$ cat config.mk
export PLATFORM = sky130hd
export DESIGN_NAME = buzz_tone_gen
export DESIGN_NICKNAME = d
export VERILOG_FILES = /design/src/rtl/buzz_pkg.sv /design/src/rtl/buzz_cfg_reg.sv /design/src/rtl/buzz_prescaler.sv /design/src/rtl/buzz_gate.sv /design/src/rtl/buzz_toggle.sv /design/src/rtl/buzz_tone_gen.sv
export SDC_FILE = /design/constraint.sdc
export NUM_CORES = 1
export LEC_CHECK = 0
export BUFFER_PORTS_ARGS = -buffer_cell sky130_fd_sc_hd__clkbuf_2
export CAP_MARGIN = 25
export CORE_AREA = 2 2 39 41
export CTS_BUF_LIST = sky130_fd_sc_hd__clkbuf_8
export DETAILED_ROUTE_END_ITERATION = 12
export DIE_AREA = 0 0 41 43
export PLACE_DENSITY = 0.76
export SLEW_MARGIN = 20
export SYNTH_ARGS = -nofsm -noshare
export SYNTH_HDL_FRONTEND = slang
export SYNTH_SLANG_ARGS = --single-unit
export TNS_END_PERCENT = 30
$ cat constraint.sdc
create_clock -name clk -period 3.57 [get_ports clk]
set_clock_uncertainty 0.1 [all_clocks]
set_input_delay 0.357 -clock clk [delete_from_list [all_inputs] [get_ports clk]]
set_output_delay 0.357 -clock clk [all_outputs]
set_load 0.1 [all_outputs]
$ cat src/rtl/buzz_pkg.sv
package buzz_pkg;
  localparam int SEL_W     = 2;
  localparam int NUM_RATIO = 1 << SEL_W;
  localparam int CNT_W     = NUM_RATIO;

  typedef struct packed {
    logic             gate;
    logic             clk_mode;
    logic [SEL_W-1:0] sel;
  } buzz_cfg_t;

  // A change of mode or ratio forces a divider restart.
  function automatic logic needs_restart(buzz_cfg_t cur, buzz_cfg_t nxt);
    return (cur.clk_mode != nxt.clk_mode) || (cur.sel != nxt.sel);
  endfunction

  // Divided-clock phase: counter bit picked by the ratio select.
  function automatic logic phase_of(logic [CNT_W-1:0] cnt, logic [SEL_W-1:0] sel);
    return cnt[sel];
  endfunction

  function automatic logic ovf_pick(logic src_b, logic ovf_a, logic ovf_b);
    return src_b ? ovf_b : ovf_a;
  endfunction
endpackage

$ cat src/rtl/buzz_cfg_reg.sv
module buzz_cfg_reg
  import buzz_pkg::*;
(
  input  logic      clk,
  input  logic      rst_n,
  input  logic      we,
  input  logic [3:0] wdata,
  output buzz_cfg_t cfg,
  output logic      restart
);
  buzz_cfg_t cfg_q;
  buzz_cfg_t wr_cfg;

  assign wr_cfg  = buzz_cfg_t'(wdata);
  assign restart = we && needs_restart(cfg_q, wr_cfg);
  assign cfg     = cfg_q;

  always_ff @(posedge clk or negedge rst_n) begin
    if (!rst_n)  cfg_q <= '0;
    else if (we) cfg_q <= wr_cfg;
  end
endmodule

$ cat src/rtl/buzz_prescaler.sv
module buzz_prescaler
  import buzz_pkg::*;
#(
  parameter int HOLD_CYC = 4
) (
  input  logic             clk,
  input  logic             rst_n,
  input  logic             restart,
  input  logic [SEL_W-1:0] sel,
  output logic             div_clk,
  output logic             div_nxt,
  output logic             hold_busy
);
  localparam int HOLD_W = $clog2(HOLD_CYC + 1);

  logic [CNT_W-1:0]  cnt_q, cnt_d;
  logic [HOLD_W-1:0] hold_q, hold_d;
  logic              div_q;

  assign hold_busy = (hold_q != '0);

  always_comb begin
    if (restart) begin
      cnt_d  = '0;
      hold_d = HOLD_W'(HOLD_CYC);
    end else if (hold_busy) begin
      cnt_d  = '0;
      hold_d = hold_q - 1'b1;
    end else begin
      cnt_d  = cnt_q + 1'b1;
      hold_d = hold_q;
    end
  end

  assign div_nxt = phase_of(cnt_d, sel);
  assign div_clk = div_q;

  always_ff @(posedge clk or negedge rst_n) begin
    if (!rst_n) begin
      cnt_q  <= '0;
      hold_q <= '0;
      div_q  <= 1'b0;
    end else begin
      cnt_q  <= cnt_d;
      hold_q <= hold_d;
      div_q  <= div_nxt;
    end
  end
endmodule

$ cat src/rtl/buzz_gate.sv
module buzz_gate (
  input  logic clk,
  input  logic rst_n,
  input  logic gate_req,
  input  logic div_nxt,
  output logic gate_open
);
  logic gate_q;

  // Sample the request only on edges that leave the divided clock low.
  always_ff @(posedge clk or negedge rst_n) begin
    if (!rst_n)        gate_q <= 1'b0;
    else if (!div_nxt) gate_q <= gate_req;
  end

  assign gate_open = gate_q;
endmodule

$ cat src/rtl/buzz_toggle.sv
module buzz_toggle
  import buzz_pkg::*;
(
  input  logic clk,
  input  logic rst_n,
  input  logic active,
  input  logic src_b,
  input  logic ovf_a,
  input  logic ovf_b,
  output logic tog_lvl,
  output logic ovf_hit
);
  logic tog_q;

  assign ovf_hit = active && ovf_pick(src_b, ovf_a, ovf_b);
  assign tog_lvl = tog_q;

  always_ff @(posedge clk or negedge rst_n) begin
    if (!rst_n)       tog_q <= 1'b0;
    else if (ovf_hit) tog_q <= ~tog_q;
  end
endmodule

$ cat src/rtl/buzz_tone_gen.sv
module buzz_tone_gen
  import buzz_pkg::*;
#(
  parameter int HOLD_CYC = 4
) (
  input  logic       clk,
  input  logic       rst_n,
  input  logic       cfg_we,
  input  logic [3:0] cfg_wdata,
  input  logic       pin_en,
  input  logic       tmr_a_ovf,
  input  logic       tmr_b_ovf,
  output logic       buzz_out
);
  buzz_cfg_t  cfg;
  logic [3:0] cfg_bits;
  logic       restart;
  logic       div_clk;
  logic       div_nxt;
  logic       hold_busy;
  logic       gate_open;
  logic       tog_lvl;
  logic       ovf_hit;
  logic       tone;

  assign cfg_bits = cfg;

  buzz_cfg_reg u_cfg (
    .clk     (clk),
    .rst_n   (rst_n),
    .we      (cfg_we),
    .wdata   (cfg_wdata),
    .cfg     (cfg),
    .restart (restart)
  );

  buzz_prescaler #(.HOLD_CYC(HOLD_CYC)) u_div (
    .clk       (clk),
    .rst_n     (rst_n),
    .restart   (restart),
    .sel       (cfg.sel),
    .div_clk   (div_clk),
    .div_nxt   (div_nxt),
    .hold_busy (hold_busy)
  );

  buzz_gate u_gate (
    .clk       (clk),
    .rst_n     (rst_n),
    .gate_req  (cfg.gate),
    .div_nxt   (div_nxt),
    .gate_open (gate_open)
  );

  buzz_toggle u_tog (
    .clk     (clk),
    .rst_n   (rst_n),
    .active  (!cfg.clk_mode),
    .src_b   (cfg.sel[SEL_W-1]),
    .ovf_a   (tmr_a_ovf),
    .ovf_b   (tmr_b_ovf),
    .tog_lvl (tog_lvl),
    .ovf_hit (ovf_hit)
  );

  assign tone     = cfg.clk_mode ? (div_clk && gate_open) : tog_lvl;
  assign buzz_out = pin_en && tone;
endmodule

# --- After elaboration in Yosys (flattened, before gate mapping) ---
# Cells that the tools add are included.
word_totals:
  ff_bits: 14
  inputBits: 10
  output_inout_bits: 1
  elab_cells: 30
classes:
  addsub: 2
  n_lt_le_gt_ge: 1
  n_eq_ne: 2
  n_mux: 8
  bitwise: 1
  n_reduce_logical: 8
ops:
  columns: ["operator", "n"]
  rows:
  - ["4-bit 2-to-1 mux", 2]
  - ["3-bit 2-to-1 mux", 2]
  - ["4-bit by 1-bit adder with 4-bit output, second input constant", 1]
  - ["1-bit logical AND", 4]
  - ["2-bit by 3-bit less-than comparator with 1-bit output, second input constant", 1]
  - ["1-bit 2-to-1 mux", 3]
  - ["3-bit nonzero test", 1]
  - ["3-bit by 1-bit subtractor with 3-bit output, second input constant", 1]
  - ["1-bit binary-select mux with 2-bit select", 1]
  - ["2-bit != test", 1]
  - ["2-bit nonzero test", 1]
  - ["1-bit logical NOT", 1]
  - ["1-bit logical OR", 1]
  - ["1-bit != test", 1]
  - ["1-bit inverter", 1]

# --- Longest topological paths before layout ---
depth:
  depth_word: 6
  ltp_mapped: 6
  mapped_depth_nobuf: 6

# --- Hierarchy ---
# From an unflattened synthesis, not the netlist that was laid out.
hier_totals:
  hier_cells: 57
  hier_area_um2: 686.9
by_module_without_submodules:
  columns: ["module", "instances", "cells_per_inst", "area_each_um2", "seq_area_each_um2"]
  rows:
  - ["buzz_prescaler", 1, 35, 392.9, 200.2]
  - ["buzz_cfg_reg", 1, 12, 180.2, 100.1]
  - ["buzz_toggle", 1, 4, 52.6, 25.0]
  - ["buzz_gate", 1, 2, 40.0, 25.0]
  - ["buzz_tone_gen", 1, 4, 21.3, 0.0]

# --- Least setup slack after synthesis ---
# OpenSTA, ideal clock, no wires.
synth_path:
  path_kind: "reg-to-output"
  startpoint: "register u_cfg.cfg_q (netlist bit u_cfg.cfg[2])"
  endpoint: "output buzz_out"
  arrival_ps: 2704
  required_time_ps: 3113
  setup_slack_ps: 409
  path_stages_with_launch: 3
  path_buffers: 0
  path_cell_list: "dfrtp_1 nand2b_1 a21boi_0"
synth_between:
  elab_chain_len: 2
synth_lines:
  columns: ["item", "line", "text"]
  rows:
  - ["from (decl)", "buzz_cfg_reg.sv:11", "buzz_cfg_t cfg_q;"]
  - ["from (signal assigned)", "buzz_cfg_reg.sv:20", "else if (we) cfg_q <= wr_cfg;"]
  - ["1-bit 2-to-1 mux", "buzz_tone_gen.sv:66", "assign tone = cfg.clk_mode ? (div_clk && gate_open) : tog_lvl;"]
  - ["1-bit logical AND", "buzz_tone_gen.sv:67", "assign buzz_out = pin_en && tone;"]
  - ["to (decl)", "buzz_tone_gen.sv:13", "output logic buzz_out"]
# No other way between the ends.

# --- Worst setup path in the final report ---
# Same ends and word-level chain as after synthesis.

==> impl_metrics.csv <==
group,metric,value,unit
hold_path,min-delay-start,"cfg_wdata[3]",
grt,grt_max_degree,15,
drt,num_vias,464,
layout,n_antenna_cell,0,
sta,tightest_slew,0.538,ns
sta,finalHoldViolCount,0,
synth,syn-num-nets,73,
die,die_h,43,microns
worst_setup_path,end_kind,"output pin",
hold_path,whs_endpoint,"u_cfg.cfg[3]",
sta,fin_tns_setup,0,ns
grt,gr-total-overflow,0,
sta,slew_headroom,64.3,%
worst_setup_path,worst-r2r-cell-count,5,
die,dieArea,1760,sq um
worst_setup_path,slowest_delay,0.48,ns
die,coreArea,1380,sq um
place,port_buffers,10,
worst_setup_path,reg2reg_from,"u_div.cnt_q[0]",
place,placed_area,786,sq um
sta,setup_viol,0,
worst_setup_path,cp-start-kind,"flop",
synth,seq_area_frac_synth,48.2,%
synth,avgSynthCellArea,12.1,sq um
power_and_ir_drop,leakage,0.402,nW
drt,drt-initial-drc-count,1,
synth,syn_area,727,sq um
sta,post-route-period-util,53.7,%
synth,synth.distinct_cells,24,
worst_setup_path,worstPathRequired,3.11,ns
drt,routed_via_density,5.16,
synth,yosysWarnings,0,
die,die_w,41,microns
drt,wirelength,1140,microns
grt,antenna_found_initial,0,
grt,grt_pass1_vias,472,
worst_setup_path,critical_path.max_fanout,5,
clock_network,cts.repair.resized,0,
layout,layout_common_cells,"dfrtp_1, clkbuf_2, nor2_1",
sta,rsz0062_at_grt,"false",
clock_network,post_cts_buffers,0,
worst_setup_path,critPathKind,"reg -> out",
sta,report.final.slew_viol_count,0,
die,start_util,52.5,%
clock_network,cts-root-buf,"clkbuf_8",
layout,final_common_cell,"dfrtp_1",
sta,fin_crit,1.92,ns
die,fp-row-count,14,
sta,whs,0.235,ns
worst_setup_path,crit_family,"buffers and inverters",
layout,postLayoutCellArea,851,sq um
power_and_ir_drop,ir_drop,0.251,mV
worst_setup_path,reg2reg_to,"u_gate.gate_open",
run_status,run_status,"finished clean",
clock_network,clockBufferDepth,2,
layout,drive_gt1_share,33.8,%
layout,fillerInstances,111,
synth,netlist_instances,60,
clock_network,clock_sinks,14,
clock_network,ctsHoldBuffers,1,
worst_setup_path,arrival,1.46,ns
clock_network,clk_latency,0.25,ns
worst_setup_path,cp_slowest_cell,"clkbuf_2",
drt,drt-pass1-iter-count,5,
place,gp_congestion,0.695,
worst_setup_path,rrSetupSlack,1.77,ns
layout,nets,88,
worst_setup_path,worst-path-buf-inv,1,
hold_path,hold_class,"in -> reg",
drt,drcViolationCount,0,
clock_network,cts_buffers,3,
hold_path,holdPathStages,2,
sta,timing.fmax,522,MHz
job,cap_violations,0,
die,ios,11,
drt,postRouteAntennaNets,0,
drt,wl_per_cell,12.7,microns
worst_setup_path,crit_chain,"nand2b_1 > a21boi_0 > clkbuf_2",
grt,track_usage,17.3,%
synth,synth.ff_latch_count,14,
power_and_ir_drop,power-per-cell-area,604,nW/um^2
layout,area_growth,17.0,%
grt,grt_pass1_wl,1870,microns
clock_network,cts_tree,"done",
clock_network,clk_pin_slew_worst_paths,0.06,ns
clock_network,cts.htree.levels,1,
## metrics by stage
stage / instances / util (%) / total power [mW] / worst slack, ns
2_1_floorplan: 60 / - / 0.327 / 0.409
3_3_place_gp: 85 / 56.8 / 0.351 / 1.81
3_5_place_dp: 85 / 56.8 / 0.362 / 1.78
4_1_cts: 90 / 61.5 / 0.519 / 1.65
5_1_grt: 90 / 61.5 / 0.546 / 1.58
6_report: 90 / 61.5 / 0.514 / 1.65
## report_power, final
part / internal [mW] / total [mW] / leakage [nW] / switching (mW)
Clock: 0.0979 / 0.157 / 0.0288 / 0.0587
Combinational: 0.0658 / 0.141 / 0.198 / 0.0748
Sequential: 0.191 / 0.216 / 0.175 / 0.0258
## metal layers
metal	track usage, %	part of all wire, %	wire length (microns)
met5	0	0	0
met4	14.0	4.2	48
met3	6.28	4.2	48
met2	24.7	50	572
met1	19.7	41	469
## state kept, by name, summed over array words and instances, names as in the netlist
register / count
u_div.div_clk: 1
u_div.cnt_q: 4
u_tog.tog_lvl: 1
u_div.hold_q: 3
u_cfg.cfg: 4
u_gate.gate_open: 1
## cell usage after synthesis
cell type   n  area, sq um
dfrtp_1    14          350
nor2_1      6         22.5
mux2_2      4         45.0
xor2_1      4         35.0
ha_1        3         37.5
inv_1       3         11.3
mux2i_1     3         30.0
nand2_1     3         11.3
nand3_1     3         15.0
and2_2      2         15.0
nor2b_1     2         12.5
a211oi_1    1         7.51
a21boi_0    1         7.51
buf_6       1         11.3
mux2_4      1         15.0
nand2b_1    1         6.26
nand3b_1    1         7.51
nor3b_1     1         7.51
o21ai_0     1         5.00
o311a_2     1         11.3
o31ai_4     1         21.3
xnor2_1     1         8.76
xnor2_2     1         16.3
xor2_2      1         16.3
## how the worst max path moves through the flow
stage / from / endpoint / slack (ns) / cells past startpoint
after floorplan: u_cfg.cfg[2] / buzz_out / 0.41 / 2
after global placement: u_cfg.cfg[1] / u_gate.gate_open / 1.81 / 4
after detailed placement: u_div.cnt_q[0] / u_gate.gate_open / 1.78 / 5
after CTS: u_cfg.cfg[2] / buzz_out / 1.65 / 3
after global routing: u_cfg.cfg[2] / buzz_out / 1.58 / 3
final: u_cfg.cfg[2] / buzz_out / 1.65 / 3
## final cells by class
| class | instances | area [sq um] | share of cell area [%] |
|---|---|---|---|
| clock buffer | 4 | 55.1 | 6.47 |
| inverter | 3 | 11.3 | 1.32 |
| multi-input combinational | 42 | 354 | 41.6 |
| sequential | 14 | 350 | 41.2 |
| tap | 16 | 20.0 | 2.35 |
| timing repair buffer | 11 | 60.1 | 7.06 |
## logic make-up (layout without fill, tap and decap cells)
family,after synthesis,after routing,share of synthesized area [%]
and+or+nand+nor,19,19,13.4
buffers and inverters,4,18,3.10
xor gates and xnor gates,7,7,10.5
adders and majority gates,3,3,5.16
DFF,14,14,48.2
AOI/OAI and AO/OA,5,5,7.23
muxes,8,8,12.4
Note: power is estimated with default switching activity, not from simulation.
